**src/rtl/pcu_pkg.sv**
```systemverilog
package pcu_pkg;
  localparam int unsigned PC_W_DEF   = 15;
  localparam int unsigned IMM_W_DEF  = 11;
  localparam int unsigned W_W_DEF    = 8;
  localparam int unsigned PAGE_W_DEF = 7;
  localparam int unsigned DEPTH_DEF  = 16;

  typedef enum logic [2:0] {
    OP_NEXT     = 3'd0,
    OP_CALL_IMM = 3'd1,
    OP_CALL_REG = 3'd2,
    OP_RET      = 3'd3,
    OP_HOLD     = 3'd4,
    OP_FLUSH    = 3'd5
  } pcu_op_e;

  function automatic logic is_call(input pcu_op_e op);
    return (op == OP_CALL_IMM) || (op == OP_CALL_REG);
  endfunction
endpackage

```
**src/rtl/pcu_decode.sv**
```systemverilog
module pcu_decode
  import pcu_pkg::*;
(
  input  logic    flush_i,
  input  logic    call_imm_i,
  input  logic    call_reg_i,
  input  logic    ret_i,
  input  logic    stall_i,
  output pcu_op_e op_o
);
  always_comb begin
    if (flush_i)         op_o = OP_FLUSH;
    else if (call_imm_i) op_o = OP_CALL_IMM;
    else if (call_reg_i) op_o = OP_CALL_REG;
    else if (ret_i)      op_o = OP_RET;
    else if (stall_i)    op_o = OP_HOLD;
    else                 op_o = OP_NEXT;
  end
endmodule

```
**src/rtl/pcu_target.sv**
```systemverilog
module pcu_target #(
  parameter int unsigned PC_W   = 15,
  parameter int unsigned IMM_W  = 11,
  parameter int unsigned W_W    = 8,
  parameter int unsigned PAGE_W = 7
) (
  input  logic [IMM_W-1:0]  imm_i,
  input  logic [W_W-1:0]    wreg_i,
  input  logic [PAGE_W-1:0] page_i,
  output logic [PC_W-1:0]   tgt_imm_o,
  output logic [PC_W-1:0]   tgt_reg_o
);
  localparam int unsigned IMM_HI = PC_W - IMM_W;
  localparam int unsigned REG_HI = PC_W - W_W;

  // the immediate form draws its page bits from the top of the latch
  assign tgt_imm_o = {page_i[PAGE_W-1 -: IMM_HI], imm_i};
  // the register form draws its page bits from the bottom of the latch
  assign tgt_reg_o = {page_i[REG_HI-1:0], wreg_i};
endmodule

```
**src/rtl/pcu_stack.sv**
```systemverilog
module pcu_stack #(
  parameter int unsigned PC_W  = 15,
  parameter int unsigned DEPTH = 16
) (
  input  logic            clk,
  input  logic            rst,
  input  logic            push_i,
  input  logic            pop_i,
  input  logic [PC_W-1:0] wdata_i,
  output logic [PC_W-1:0] tos_o,
  output logic            empty_o,
  output logic [$clog2(DEPTH+1)-1:0] depth_o,
  output logic            ovf_o,
  output logic            unf_o
);
  localparam int unsigned AW = $clog2(DEPTH);
  localparam int unsigned CW = $clog2(DEPTH+1);

  logic [PC_W-1:0] mem_q [DEPTH];
  logic [CW-1:0]   cnt_q;
  logic            full;
  logic [CW-1:0]   top_c;
  logic [AW-1:0]   top_idx;

  assign full    = (cnt_q == CW'(DEPTH));
  assign empty_o = (cnt_q == '0);
  assign top_c   = cnt_q - CW'(1);
  assign top_idx = top_c[AW-1:0];
  assign tos_o   = mem_q[top_idx];
  assign depth_o = cnt_q;

  // storage without reset: one write port, one read port
  always_ff @(posedge clk) begin
    if (push_i && !full) mem_q[cnt_q[AW-1:0]] <= wdata_i;
  end

  always_ff @(posedge clk) begin
    if (rst) begin
      cnt_q <= '0;
      ovf_o <= 1'b0;
      unf_o <= 1'b0;
    end else begin
      if (push_i) begin
        if (full) ovf_o <= 1'b1;
        else      cnt_q <= cnt_q + CW'(1);
      end else if (pop_i) begin
        if (empty_o) unf_o <= 1'b1;
        else         cnt_q <= cnt_q - CW'(1);
      end
    end
  end

  AST_DEPTH_BOUND: assert property (@(posedge clk) disable iff (rst)
    cnt_q <= CW'(DEPTH));
  AST_OVF_STICKY: assert property (@(posedge clk) disable iff (rst)
    ovf_o |=> ovf_o);
  AST_UNF_STICKY: assert property (@(posedge clk) disable iff (rst)
    unf_o |=> unf_o);
  AST_POP_SHRINKS: assert property (@(posedge clk) disable iff (rst)
    (pop_i && !push_i && !empty_o) |=> cnt_q == $past(cnt_q) - CW'(1));
  AST_FULL_PUSH_KEEPS: assert property (@(posedge clk) disable iff (rst)
    (push_i && full) |=> (ovf_o && cnt_q == CW'(DEPTH)));
endmodule

```
**src/rtl/pcu_seq.sv**
```systemverilog
module pcu_seq
  import pcu_pkg::*;
#(
  parameter int unsigned PC_W = 15
) (
  input  logic            clk,
  input  logic            rst,
  input  pcu_op_e         op_i,
  input  logic [PC_W-1:0] tgt_imm_i,
  input  logic [PC_W-1:0] tgt_reg_i,
  input  logic [PC_W-1:0] tos_i,
  input  logic            empty_i,
  output logic [PC_W-1:0] pc_o,
  output logic [PC_W-1:0] pc_inc_o,
  output logic            flush_o
);
  assign pc_inc_o = pc_o + PC_W'(1);

  always_ff @(posedge clk) begin
    if (rst) begin
      pc_o    <= '0;
      flush_o <= 1'b0;
    end else begin
      flush_o <= is_call(op_i);
      unique case (op_i)
        OP_CALL_IMM: pc_o <= tgt_imm_i;
        OP_CALL_REG: pc_o <= tgt_reg_i;
        OP_RET:      pc_o <= empty_i ? '0 : tos_i;
        OP_NEXT:     pc_o <= pc_inc_o;
        default:     pc_o <= pc_o;
      endcase
    end
  end

  AST_FLUSH_SINGLE: assert property (@(posedge clk) disable iff (rst)
    flush_o |=> !flush_o);
  AST_FLUSH_HOLDS_PC: assert property (@(posedge clk) disable iff (rst)
    flush_o |=> pc_o == $past(pc_o));
  AST_EMPTY_POP_ZERO: assert property (@(posedge clk) disable iff (rst)
    (op_i == OP_RET && empty_i) |=> pc_o == '0);
endmodule

```
**src/rtl/pc_call_unit.sv**
```systemverilog
module pc_call_unit
  import pcu_pkg::*;
#(
  parameter int unsigned PC_W   = PC_W_DEF,
  parameter int unsigned IMM_W  = IMM_W_DEF,
  parameter int unsigned W_W    = W_W_DEF,
  parameter int unsigned PAGE_W = PAGE_W_DEF,
  parameter int unsigned DEPTH  = DEPTH_DEF
) (
  input  logic                       clk,
  input  logic                       rst,
  input  logic                       call_imm_i,
  input  logic                       call_reg_i,
  input  logic                       ret_i,
  input  logic                       stall_i,
  input  logic [IMM_W-1:0]           imm_i,
  input  logic [W_W-1:0]             wreg_i,
  input  logic [PAGE_W-1:0]          page_i,
  output logic [PC_W-1:0]            pc_o,
  output logic [$clog2(DEPTH+1)-1:0] depth_o,
  output logic                       flush_o,
  output logic                       ovf_o,
  output logic                       unf_o
);
  localparam int unsigned IMM_HI = PC_W - IMM_W;
  localparam int unsigned REG_HI = PC_W - W_W;

  pcu_op_e         op;
  logic [PC_W-1:0] tgt_imm, tgt_reg, tos, pc_inc;
  logic            empty;

  pcu_decode u_dec (
    .flush_i(flush_o), .call_imm_i(call_imm_i), .call_reg_i(call_reg_i),
    .ret_i(ret_i), .stall_i(stall_i), .op_o(op)
  );

  pcu_target #(.PC_W(PC_W), .IMM_W(IMM_W), .W_W(W_W), .PAGE_W(PAGE_W)) u_tgt (
    .imm_i(imm_i), .wreg_i(wreg_i), .page_i(page_i),
    .tgt_imm_o(tgt_imm), .tgt_reg_o(tgt_reg)
  );

  pcu_stack #(.PC_W(PC_W), .DEPTH(DEPTH)) u_stk (
    .clk(clk), .rst(rst), .push_i(is_call(op)), .pop_i(op == OP_RET),
    .wdata_i(pc_inc), .tos_o(tos), .empty_o(empty), .depth_o(depth_o),
    .ovf_o(ovf_o), .unf_o(unf_o)
  );

  pcu_seq #(.PC_W(PC_W)) u_seq (
    .clk(clk), .rst(rst), .op_i(op), .tgt_imm_i(tgt_imm), .tgt_reg_i(tgt_reg),
    .tos_i(tos), .empty_i(empty), .pc_o(pc_o), .pc_inc_o(pc_inc), .flush_o(flush_o)
  );

  AST_IMM_TARGET: assert property (@(posedge clk) disable iff (rst)
    (!flush_o && call_imm_i) |=>
      pc_o == {$past(page_i[PAGE_W-1 -: IMM_HI]), $past(imm_i)});
  AST_REG_TARGET: assert property (@(posedge clk) disable iff (rst)
    (!flush_o && !call_imm_i && call_reg_i) |=>
      pc_o == {$past(page_i[REG_HI-1:0]), $past(wreg_i)});
  AST_CALL_FLUSHES: assert property (@(posedge clk) disable iff (rst)
    (!flush_o && (call_imm_i || call_reg_i)) |=> flush_o);
  AST_SEQ_STEP: assert property (@(posedge clk) disable iff (rst)
    (!flush_o && !call_imm_i && !call_reg_i && !ret_i && !stall_i) |=>
      pc_o == $past(pc_o) + PC_W'(1));
  AST_STALL_HOLD: assert property (@(posedge clk) disable iff (rst)
    (!flush_o && !call_imm_i && !call_reg_i && !ret_i && stall_i) |=>
      (pc_o == $past(pc_o) && depth_o == $past(depth_o)));
endmodule

```
**config.mk**
```make
export PLATFORM = sky130hd
export DESIGN_NAME = pc_call_unit
export DESIGN_NICKNAME = d
export VERILOG_FILES = /design/src/rtl/pcu_pkg.sv /design/src/rtl/pcu_decode.sv /design/src/rtl/pcu_target.sv /design/src/rtl/pcu_stack.sv /design/src/rtl/pcu_seq.sv /design/src/rtl/pc_call_unit.sv
export SDC_FILE = /design/constraint.sdc
export NUM_CORES = 1
export LEC_CHECK = 0
export ABC_AREA = 1
export BUFFER_PORTS_ARGS = -buffer_cell sky130_fd_sc_hd__buf_2
export CORE_MARGIN = 4
export CORE_UTILIZATION = 50
export CTS_CLUSTER_SIZE = 12
export DETAILED_ROUTE_END_ITERATION = 16
export GPL_ROUTABILITY_DRIVEN = 0
export PLACE_DENSITY = 0.77
export SLEW_MARGIN = 5
export SYNTH_ARGS = -nofsm -noshare
export SYNTH_HDL_FRONTEND = slang
export SYNTH_HIERARCHICAL = 1
export SYNTH_SLANG_ARGS = --single-unit
export TNS_END_PERCENT = 20
```
**constraint.sdc**
```tcl
create_clock -name clk -period 4.1 [get_ports clk]
set_clock_uncertainty 0.1 [all_clocks]
set_input_delay 1.025 -clock clk [delete_from_list [all_inputs] [get_ports clk]]
set_output_delay 1.025 -clock clk [all_outputs]
set_load 0.05 [all_outputs]
```
==> results.py, run 1 <==
metrics = {
    "clocking": {
        "cts.root.buffer_cell": "sky130_fd_sc_hd__clkbuf_16",
        "cts_inserted_buffers": 27,
        "cts_hold_buf": 0,
        "ctsLongestPathBuffers": 3,
        "worstSkewPairLatency_ps": 530,
        "clock_tree.htree_level_count": 1,
        "post_cts_resize_count": 0,
        "clk_transition_reported_paths_ps": 60,
        "postCtsSetupBuffers": 0,
        "clock_sink_count": 263,
        "cts_tree": "done",
    },
    "timing": {
        "worst_hold_slack_ps": 367,
        "achievable-frequency_mhz": 327,
        "fin_crit_ps": 3060,
        "setup_repair_after_global_routing_missed_its_margin": "no",
        "timing.final.crit_share": 0.746,
        "finalSetupViolCount": 0,
        "fin_setup_tns_ps": 0,
        "slew_viol_final": 0,
        "worst_margin_pin_slew_ps": 1100,
        "hold_viol": 0,
        "max_slew_margin": 0.262,
    },
    "synth": {
        "yosys.area_share.simple": 0.223,
        "yosys.area.top_type_share": 0.607,
        "yosys.area_share.adder": 0.00632,
        "synth_seq_area_share": 0.645,
        "synth-edff-count": 240,
        "ys_top_cells_by_area": "sky130_fd_sc_hd__edfxtp_1 61%, sky130_fd_sc_hd__nor2_1 8.8%, sky130_fd_sc_hd__nand2_1 6.0%",
        "yosys.area.top_type": "sky130_fd_sc_hd__edfxtp_1",
        "asyncSetResetFlopFracSynth": 0,
        "synth_compound_gate_area_share": 0.0577,
        "ys.warnings.count": 6,
        "dominant_synthesized_flop_cell": "sky130_fd_sc_hd__edfxtp_1",
        "syn-instance-count": 1166,
        "syn_nets": 1204,
        "synth_xor_xnor_area_share": 0.00632,
        "summed_instance_area_of_the_synthesized_netlist_um2": 11900,
        "synth_mux_area_frac": 0,
        "synthDistinctLibCells": 36,
        "synth_area_per_inst_um2": 10.2,
        "main_combinational_cell_family_by_area_after_synthesis": "simple AND/OR/NAND/NOR gates",
        "post-synth-top-count-cell": "sky130_fd_sc_hd__nor2_1",
        "synth.ff_latch_count": 263,
        "most_numerous_cell_types_in_the_synthesized_netlist": "279 x sky130_fd_sc_hd__nor2_1, 240 x sky130_fd_sc_hd__edfxtp_1, 191 x sky130_fd_sc_hd__nand2_1",
    },
    "detailed_routing": {
        "drc": 0,
        "ant_nets": 0,
        "drtPass1Iterations": 6,
        "routed_wirelength_mm": 29.3,
        "vias": 8528,
        "drt-initial-drc-count": 997,
        "detail_routed_via_count_per_cell": 5.59,
        "wl_per_cell_um": 19.2,
    },
    "place": {
        "numPortBuffers": 54,
        "place_hpwl_mm": 18.4,
        "place.detailed.instances": 1480,
    },
    "worst_setup_path": {
        "crit_fanout": 34,
        "r2r-start": "u_stk/depth_o[0]$_SDFFE_PP0P_",
        "setup.worst_path.start": "u_stk/depth_o[0]$_SDFFE_PP0P_",
        "critPathRequiredTime_ps": 4420,
        "ff2ff_path_depth": 13,
        "r2r_slack_ps": 1040,
        "path_class": "flop to flop",
        "regToRegEndpoint": "u_seq/pc_o[8]$_SDFFE_PP0P_",
        "crit_path_end_kind": "flop",
        "cp.arrival_ps": 3380,
        "crit_path_start_kind": "flop",
    },
    "die": {
        "coreArea_um2": 23400,
        "initial_core_util": 0.508,
        "fp.dieH_um": 162,
        "io_pins": 55,
        "die_area_um2": 26300,
        "die_w_um": 162,
        "row_count": 56,
    },
    "grt": {
        "global_route.usage.total": 0.219,
        "grt_first_pass_wirelength_mm": 44.9,
        "initial_antenna_violation_count": 0,
        "largest_net_degree_at_the_start_of_global_routing": 125,
        "overflow": 0,
        "first_global_vias": 8144,
    },
    "min_path": {
        "worst_hold_path.num_cells": 1,
        "min_path_type": "flop to flop",
        "min_to": "u_stk/ovf_o$_SDFFE_PP0P_",
        "min_delay_src": "u_stk/ovf_o$_SDFFE_PP0P_",
    },
    "run": {
        "cap_violations": 0,
    },
    "outcome": {
        "status": "complete, no violations",
    },
    "finish": {
        "layoutNonFillerInstCount": 1525,
        "fraction_of_layout_cells_with_a_size_suffix_above_1": 0.126,
        "post-route-util": 0.558,
        "syn_to_final_growth_pct": 9.91,
        "final_net_count": 1228,
    },
    "pwr": {
        "power-per-cell-area_nw_per_um2": 619,
        "vdd.ir_drop.worst_mv": 0.373,
        "power_leakage_nw": 4.94,
    },
}
## final cells by class
| class | instances | area, um^2 |
|---|---|---|
| fill | 1993 | 10300 |
| sequential | 263 | 7670 |
| multi-input combinational | 775 | 3560 |
| clock buffer | 39 | 742 |
| timing repair buffer | 81 | 498 |
| tap | 319 | 399 |
| inverter | 42 | 163 |
| clock inverter | 5 | 27.5 |
| antenna | 1 | 2.50 |
## metal layers
metal / track usage / part of all wire / up-vias
met5: 0 / 0 / -
met4: 0.0642 / 0.030 / 0
met3: 0.0507 / 0.10 / 57
met2: 0.346 / 0.47 / 440
met1: 0.308 / 0.40 / 4056
li1: - / - / 3975
## cells by family (layout without fill, tap and decap cells)
kind of cell	after synthesis	count (layout)
simple gates	628	628
flops	263	263
other cells	0	1
fa+ha+maj	6	6
buf+inv	128	167
compound gates	135	135
xor+xnor	6	6
## cells in the final DEF (no fill, tap or decap), drive strengths merged
cell type	instances
xor2	3
a21oi	11
nor2	285
o21a	2
clkbuf	39
inv	43
a22oi	2
dfxtp	23
buf	81
nor3	7
and2	7
edfxtp	240
o21ai	120
ha	6
diode	1
clkinv	4
or2	1
xnor2	3
nand3	121
nand4	8
nand2	199
## worst max-delay path, cell delays in order, from the launching register on
cell and delay, ps:
sky130_fd_sc_hd__dfxtp_4 600, sky130_fd_sc_hd__inv_4 70, sky130_fd_sc_hd__ha_2 340, sky130_fd_sc_hd__inv_2 440, sky130_fd_sc_hd__buf_4 350, sky130_fd_sc_hd__nor2_1 70
sky130_fd_sc_hd__o21ai_0 90, sky130_fd_sc_hd__nand3_1 110, sky130_fd_sc_hd__nand3_1 90, sky130_fd_sc_hd__nand2_1 120, sky130_fd_sc_hd__a22oi_1 310, sky130_fd_sc_hd__nand3_1 130
sky130_fd_sc_hd__nand2_1 80, sky130_fd_sc_hd__nand2_1 40
## power breakdown
group | leakage, nW | switching (W) | total (W) | internal (W)
clock | 0.376 | 0.000951 | 0.00219 | 0.00124
sequential | 2.38 | 0.000126 | 0.00333 | 0.00321
combinational | 2.19 | 0.00189 | 0.00257 | 0.000674
## per-stage QoR
stage,cell area [um^2],setup slack (ps),total power (W)
after floorplan,11900,577,0.00508
after global placement,12300,854,0.00583
after detailed placement,12300,739,0.00588
after CTS,13100,1060,0.00807
after global routing,13100,801,0.00848
final,13100,1040,0.00809
## sequential cells by signal (all words and copies together), names as in the netlist
signal,flops
u_stk/mem_q,240
u_seq/pc_o,15
u_stk/depth_o,5
u_seq/flush_o,1
u_stk/ovf_o,1
u_stk/unf_o,1
## how the worst max path moves through the flow
stage	end	slack [ps]	depth (start not counted)
final	u_seq/pc_o[8]$_SDFFE_PP0P_	1040	13
after global routing	u_seq/pc_o[12]$_SDFFE_PP0P_	800	15
after CTS	u_seq/pc_o[8]$_SDFFE_PP0P_	1060	13
after detailed placement	u_stk/mem_q[1][7]$_DFFE_PP_	740	10
after global placement	u_stk/mem_q[13][3]$_DFFE_PP_	850	10
after floorplan	u_stk/mem_q[11][0]$_DFFE_PP_	580	6
Power figures use the tool's default switching activity.
==> inputs of run 2 (changes only) <==
PLACE_DENSITY = 0.8   (was 0.77)
clock period = 2.7 ns   (was 4.1 ns; I/O delays follow)
==> results.py, run 2 (same netlist as run 1, synthesis figures left out) <==
metrics = {
    "pwr": {
        "internal_w": 0.00790,
        "pwr_total_w": 0.0124,
        "pwr-share-clk": 0.268,
        "switching_share": 0.362,
        "part_of_the_power_in_registers": 0.404,
        "vdd.ir_drop.worst_mv": 0.670,
        "power-per-cell-area_nw_per_um2": 924,
        "pwr-share-comb": 0.328,
        "net-switching-power_w": 0.00448,
        "power_leakage_nw": 5.05,
    },
    "worst_setup_path": {
        "crit_fanout": 127,
        "r2r_slack_ps": 200,
        "path_class": "flop to output port",
        "regToRegEndpoint": "u_seq/pc_o[3]$_SDFFE_PP0P_",
        "cp.arrival_ps": 1730,
        "critPathRequiredTime_ps": 1920,
        "crit_path_end_kind": "output port",
        "ff2ff_path_depth": 10,
        "r2r-start": "u_stk/depth_o[2]$_SDFFE_PP0P_",
        "crit_path_start_kind": "flop",
    },
    "grt": {
        "overflow": 0,
        "grt_first_pass_wirelength_mm": 46.2,
        "initial_antenna_violation_count": 0,
        "first_global_vias": 8629,
        "largest_net_degree_at_the_start_of_global_routing": 128,
        "global_route.usage.total": 0.227,
    },
    "detailed_routing": {
        "routed_wirelength_mm": 30.3,
        "wl_per_cell_um": 19.7,
        "drt-initial-drc-count": 1112,
        "route.layer.met1.wl_mm": 11.4,
        "wl_met3_mm": 3.04,
        "drc": 0,
        "routed.top_layer": "met4",
        "vias": 8772,
        "ant_nets": 0,
        "met2WireLength_mm": 14.8,
        "drtPass1Iterations": 6,
        "detail_routed_via_count_per_cell": 5.70,
    },
    "place": {
        "place_hpwl_mm": 18.2,
        "detailed_place.area_um2": 12600,
        "numPortBuffers": 54,
    },
    "finish": {
        "final_net_count": 1246,
        "stdcell_area_um2": 13400,
        "diodes": 0,
        "fraction_of_layout_cells_with_a_size_suffix_above_1": 0.147,
        "largest_register_ffs": 240,
        "layout_commonest_cell": "sky130_fd_sc_hd__nor2_1",
        "most-common-layout-cells": "269 x sky130_fd_sc_hd__nor2_1, 240 x sky130_fd_sc_hd__edfxtp_1, 191 x sky130_fd_sc_hd__nand2_1, 118 x sky130_fd_sc_hd__nand3_1, 118 x sky130_fd_sc_hd__o21ai_0",
        "fill_cells": 1865,
        "post-route-util": 0.572,
        "syn_to_final_growth_pct": 12.7,
    },
    "timing": {
        "finalSetupViolCount": 0,
        "setup_repair_after_global_routing_missed_its_margin": "no",
        "hold_viol": 0,
        "timing.final.crit_share": 0.929,
        "fin_setup_tns_ps": 0,
        "max_slew_margin": 0.160,
        "fin_crit_ps": 2510,
        "achievable-frequency_mhz": 399,
        "worst_margin_pin_slew_ps": 1260,
        "slew_viol_final": 0,
    },
    "die": {
        "row_count": 56,
        "initial_core_util": 0.508,
        "io_pins": 55,
        "coreArea_um2": 23400,
        "die_area_um2": 26300,
        "fp.dieH_um": 162,
        "die_w_um": 162,
    },
    "min_path": {
        "min_path_type": "primary input to flop",
        "min_delay_src": "rst",
        "worst_hold_path.num_cells": 2,
        "min_to": "u_stk/unf_o$_SDFFE_PP0P_",
    },
    "clocking": {
        "cts_hold_buf": 0,
        "clock_sink_count": 263,
        "clock_tree.htree_level_count": 1,
        "post_cts_resize_count": 0,
        "worstSkewPairLatency_ps": 530,
        "ctsLongestPathBuffers": 3,
        "cts_tree": "done",
        "clk_transition_reported_paths_ps": 60,
        "cts.root.buffer_cell": "sky130_fd_sc_hd__clkbuf_16",
        "cts_inserted_buffers": 27,
        "postCtsSetupBuffers": 0,
    },
    "outcome": {
        "status": "complete, no violations",
    },
    "run": {
        "cap_violations": 0,
    },
}
## run 2: metal layers
metal  up-vias  global-route usage
met1      4144               0.296
met4         0              0.0834
met3        82              0.0358
li1       4015                   -
met5         -                   0
met2       531               0.386
## run 2: per-stage QoR
stage               hold WS (ps)  cells  setup slack (ps)
floorplan                    596   1166              -191
global placement             346   1498               232
detailed placement           350   1498               166
CTS                          251   1539               166
global route                 269   1539              43.2
finish                       262   1539               191
## run 2: critical path: stages (launching register included)
cell and delay, ps:
sky130_fd_sc_hd__dfxtp_4 370, sky130_fd_sc_hd__buf_12 440, sky130_fd_sc_hd__buf_2 370
## run 2: worst max path at each step
stage	start	end	slack (ps)	cells after the start
after floorplan	u_stk/depth_o[0]$_SDFFE_PP0P_	u_stk/mem_q[11][0]$_DFFE_PP_	-190	8
after global placement	call_imm_i	u_stk/mem_q[13][7]$_DFFE_PP_	230	10
after detailed placement	call_imm_i	u_stk/mem_q[14][7]$_DFFE_PP_	170	10
after CTS	u_stk/depth_o[0]$_SDFFE_PP0P_	depth_o[0]	170	2
after global routing	u_stk/depth_o[0]$_SDFFE_PP0P_	u_seq/pc_o[14]$_SDFFE_PP0P_	40	14
final	u_stk/depth_o[0]$_SDFFE_PP0P_	depth_o[0]	190	2
## run 2: final cells by class
class | instances | area, um^2 | area share
multi-input combinational | 775 | 3600 | 0.268
clock inverter | 7 | 36.3 | 0.00271
tap | 319 | 399 | 0.0298
clock buffer | 34 | 732 | 0.0547
sequential | 263 | 7670 | 0.573
timing repair buffer | 99 | 796 | 0.0594
inverter | 42 | 163 | 0.0121
## run 2: power by group through the flow
stage	Sequential, W	Clock, W	Combinational [W]
2_1_floorplan	0.00525	0	0.00251
6_report	0.00500	0.00331	0.00406
5_1_grt	0.00503	0.00352	0.00438
3_3_place_gp	0.00507	0	0.00387
4_1_cts	0.00500	0.00333	0.00399
3_5_place_dp	0.00508	0	0.00394
==> inputs of run 3 (changes only) <==
PLACE_DENSITY = 0.77   (was 0.8)
clock period = 2.8 ns   (was 2.7 ns; I/O delays follow)
==> results.py, run 3 (same netlist as run 1, synthesis figures left out) <==
metrics = {
    "outcome": {
        "status": "complete, no violations",
    },
    "grt": {
        "initial_antenna_violation_count": 0,
        "overflow": 0,
        "global_route.usage.total": 0.219,
        "largest_net_degree_at_the_start_of_global_routing": 128,
        "first_global_vias": 8045,
        "grt_first_pass_wirelength_mm": 44.6,
    },
    "timing": {
        "worst_hold_slack_ps": 286,
        "setup_repair_after_global_routing_missed_its_margin": "no",
        "achievable-frequency_mhz": 397,
        "worst_margin_pin_slew_ps": 851,
        "fin_crit_ps": 2520,
        "fin_setup_tns_ps": 0,
        "max_slew_margin": 0.433,
        "slew_viol_final": 0,
        "hold_viol": 0,
        "timing.final.crit_share": 0.899,
        "finalSetupViolCount": 0,
        "worst_setup_margin_ps": 284,
    },
    "detailed_routing": {
        "routed_wirelength_mm": 29.2,
        "drc": 0,
        "detail_routed_via_count_per_cell": 5.58,
        "ant_nets": 0,
        "wl_per_cell_um": 18.9,
        "drt-initial-drc-count": 1161,
        "vias": 8608,
        "drtPass1Iterations": 6,
    },
    "die": {
        "row_count": 56,
        "io_pins": 55,
        "fp.dieH_um": 162,
        "initial_core_util": 0.508,
        "die_area_um2": 26300,
        "coreArea_um2": 23400,
        "die_w_um": 162,
    },
    "pwr": {
        "power-per-cell-area_nw_per_um2": 902,
        "vdd.ir_drop.worst_mv": 0.654,
        "power_leakage_nw": 5.02,
        "pwr_total_w": 0.0120,
    },
    "worst_setup_path": {
        "regToRegEndpoint": "u_seq/pc_o[11]$_SDFFE_PP0P_",
        "crit_path_cell_trace": "buf_12 > buf_2",
        "crit_slowest_cell": "sky130_fd_sc_hd__buf_12",
        "r2r_slack_ps": 320,
        "worst_path_largest_cell_delay_ps": 440,
        "crit_path_end_kind": "output port",
        "cp.arrival_ps": 1720,
        "ff2ff_path_depth": 13,
        "cp_num_buf_inv": 2,
        "critPathRequiredTime_ps": 2000,
        "r2r-start": "u_stk/depth_o[0]$_SDFFE_PP0P_",
        "crit_fanout": 127,
        "crit_path_start_kind": "flop",
        "critPathTopFamily": "buffers and inverters",
        "path_class": "flop to output port",
    },
    "run": {
        "cap_violations": 0,
    },
    "finish": {
        "diodes": 0,
        "largest_register_ffs": 240,
        "fill_cells": 1968,
        "stdcell_area_um2": 13300,
        "syn_to_final_growth_pct": 11.5,
        "fraction_of_layout_cells_with_a_size_suffix_above_1": 0.144,
        "layout_commonest_cell": "sky130_fd_sc_hd__nor2_1",
        "most-common-layout-cells": "269 x sky130_fd_sc_hd__nor2_1, 240 x sky130_fd_sc_hd__edfxtp_1, 191 x sky130_fd_sc_hd__nand2_1, 118 x sky130_fd_sc_hd__nand3_1, 118 x sky130_fd_sc_hd__o21ai_0",
        "final_net_count": 1247,
    },
    "min_path": {
        "worst_hold_path.num_cells": 2,
        "min_path_type": "primary input to flop",
        "min_to": "u_stk/unf_o$_SDFFE_PP0P_",
        "min_delay_src": "rst",
    },
    "clocking": {
        "clock_sink_count": 263,
        "cts_inserted_buffers": 26,
        "cts_hold_buf": 0,
        "cts_tree": "done",
        "postCtsSetupBuffers": 0,
        "clock_tree.htree_level_count": 1,
        "ctsLongestPathBuffers": 3,
        "post_cts_resize_count": 0,
        "clk_transition_reported_paths_ps": 60,
        "worstSkewPairLatency_ps": 520,
        "cts.root.buffer_cell": "sky130_fd_sc_hd__clkbuf_16",
    },
    "place": {
        "detailed_place.area_um2": 12500,
        "place_hpwl_mm": 18.4,
        "pre_cts_slack_ps": 299,
        "numPortBuffers": 54,
    },
}
run 3: per-stage QoR:
step	cells	utilization
CTS	1543	0.566
global route	1543	0.566
global placement	1500	0.535
detailed placement	1500	0.535
finish	1543	0.566
floorplan	1166	-
run 3: worst max path at each step:
| stage | depth (start not counted) | slack [ps] | from | endpoint |
|---|---|---|---|---|
| 4_1_cts | 2 | 240 | u_stk/depth_o[0]$_SDFFE_PP0P_ | depth_o[0] |
| 2_1_floorplan | 10 | -100 | u_stk/depth_o[0]$_SDFFE_PP0P_ | u_stk/mem_q[10][0]$_DFFE_PP_ |
| 6_report | 2 | 280 | u_stk/depth_o[0]$_SDFFE_PP0P_ | depth_o[0] |
| 3_3_place_gp | 10 | 360 | call_imm_i | u_stk/mem_q[10][6]$_DFFE_PP_ |
| 5_1_grt | 13 | 140 | u_stk/depth_o[0]$_SDFFE_PP0P_ | u_seq/pc_o[11]$_SDFFE_PP0P_ |
| 3_5_place_dp | 10 | 300 | call_imm_i | u_stk/mem_q[2][12]$_DFFE_PP_ |
run 3: metal layers:
| metal | track usage | part of all wire | vias up |
|---|---|---|---|
| met3 | 0.0403 | 0.11 | 76 |
| met5 | 0 | 0 | - |
| met4 | 0.0804 | 0.039 | 0 |
| li1 | - | - | 4010 |
| met2 | 0.354 | 0.46 | 507 |
| met1 | 0.300 | 0.39 | 4015 |
run 3: cell type report:
class / count / area, um^2 / share of cell area
sequential: 263 / 7670 / 0.579
multi-input combinational: 775 / 3560 / 0.269
timing repair buffer: 101 / 723 / 0.0546
clock buffer: 39 / 709 / 0.0535
tap: 319 / 399 / 0.0301
inverter: 42 / 163 / 0.0123
clock inverter: 4 / 28.8 / 0.00217
run 3: power by group:
group	internal, W	switching [W]	leakage [nW]
sequential	0.00469	0.000138	2.38
clock	0.00173	0.00135	0.356
combinational	0.00112	0.00292	2.29
run 3: worst register-to-register path, stage by stage (launching register included):
cell	delay, ps
sky130_fd_sc_hd__dfxtp_4	370
sky130_fd_sc_hd__buf_12	440
sky130_fd_sc_hd__nor2_1	140
sky130_fd_sc_hd__nor2_1	120
sky130_fd_sc_hd__o21ai_0	230
sky130_fd_sc_hd__nand3_1	140
sky130_fd_sc_hd__nand3_1	150
sky130_fd_sc_hd__nand2_1	210
sky130_fd_sc_hd__inv_1	60
sky130_fd_sc_hd__o21ai_0	200
sky130_fd_sc_hd__nor2_1	70
sky130_fd_sc_hd__nand2_1	70
sky130_fd_sc_hd__nand2_1	50
sky130_fd_sc_hd__nand2_1	60
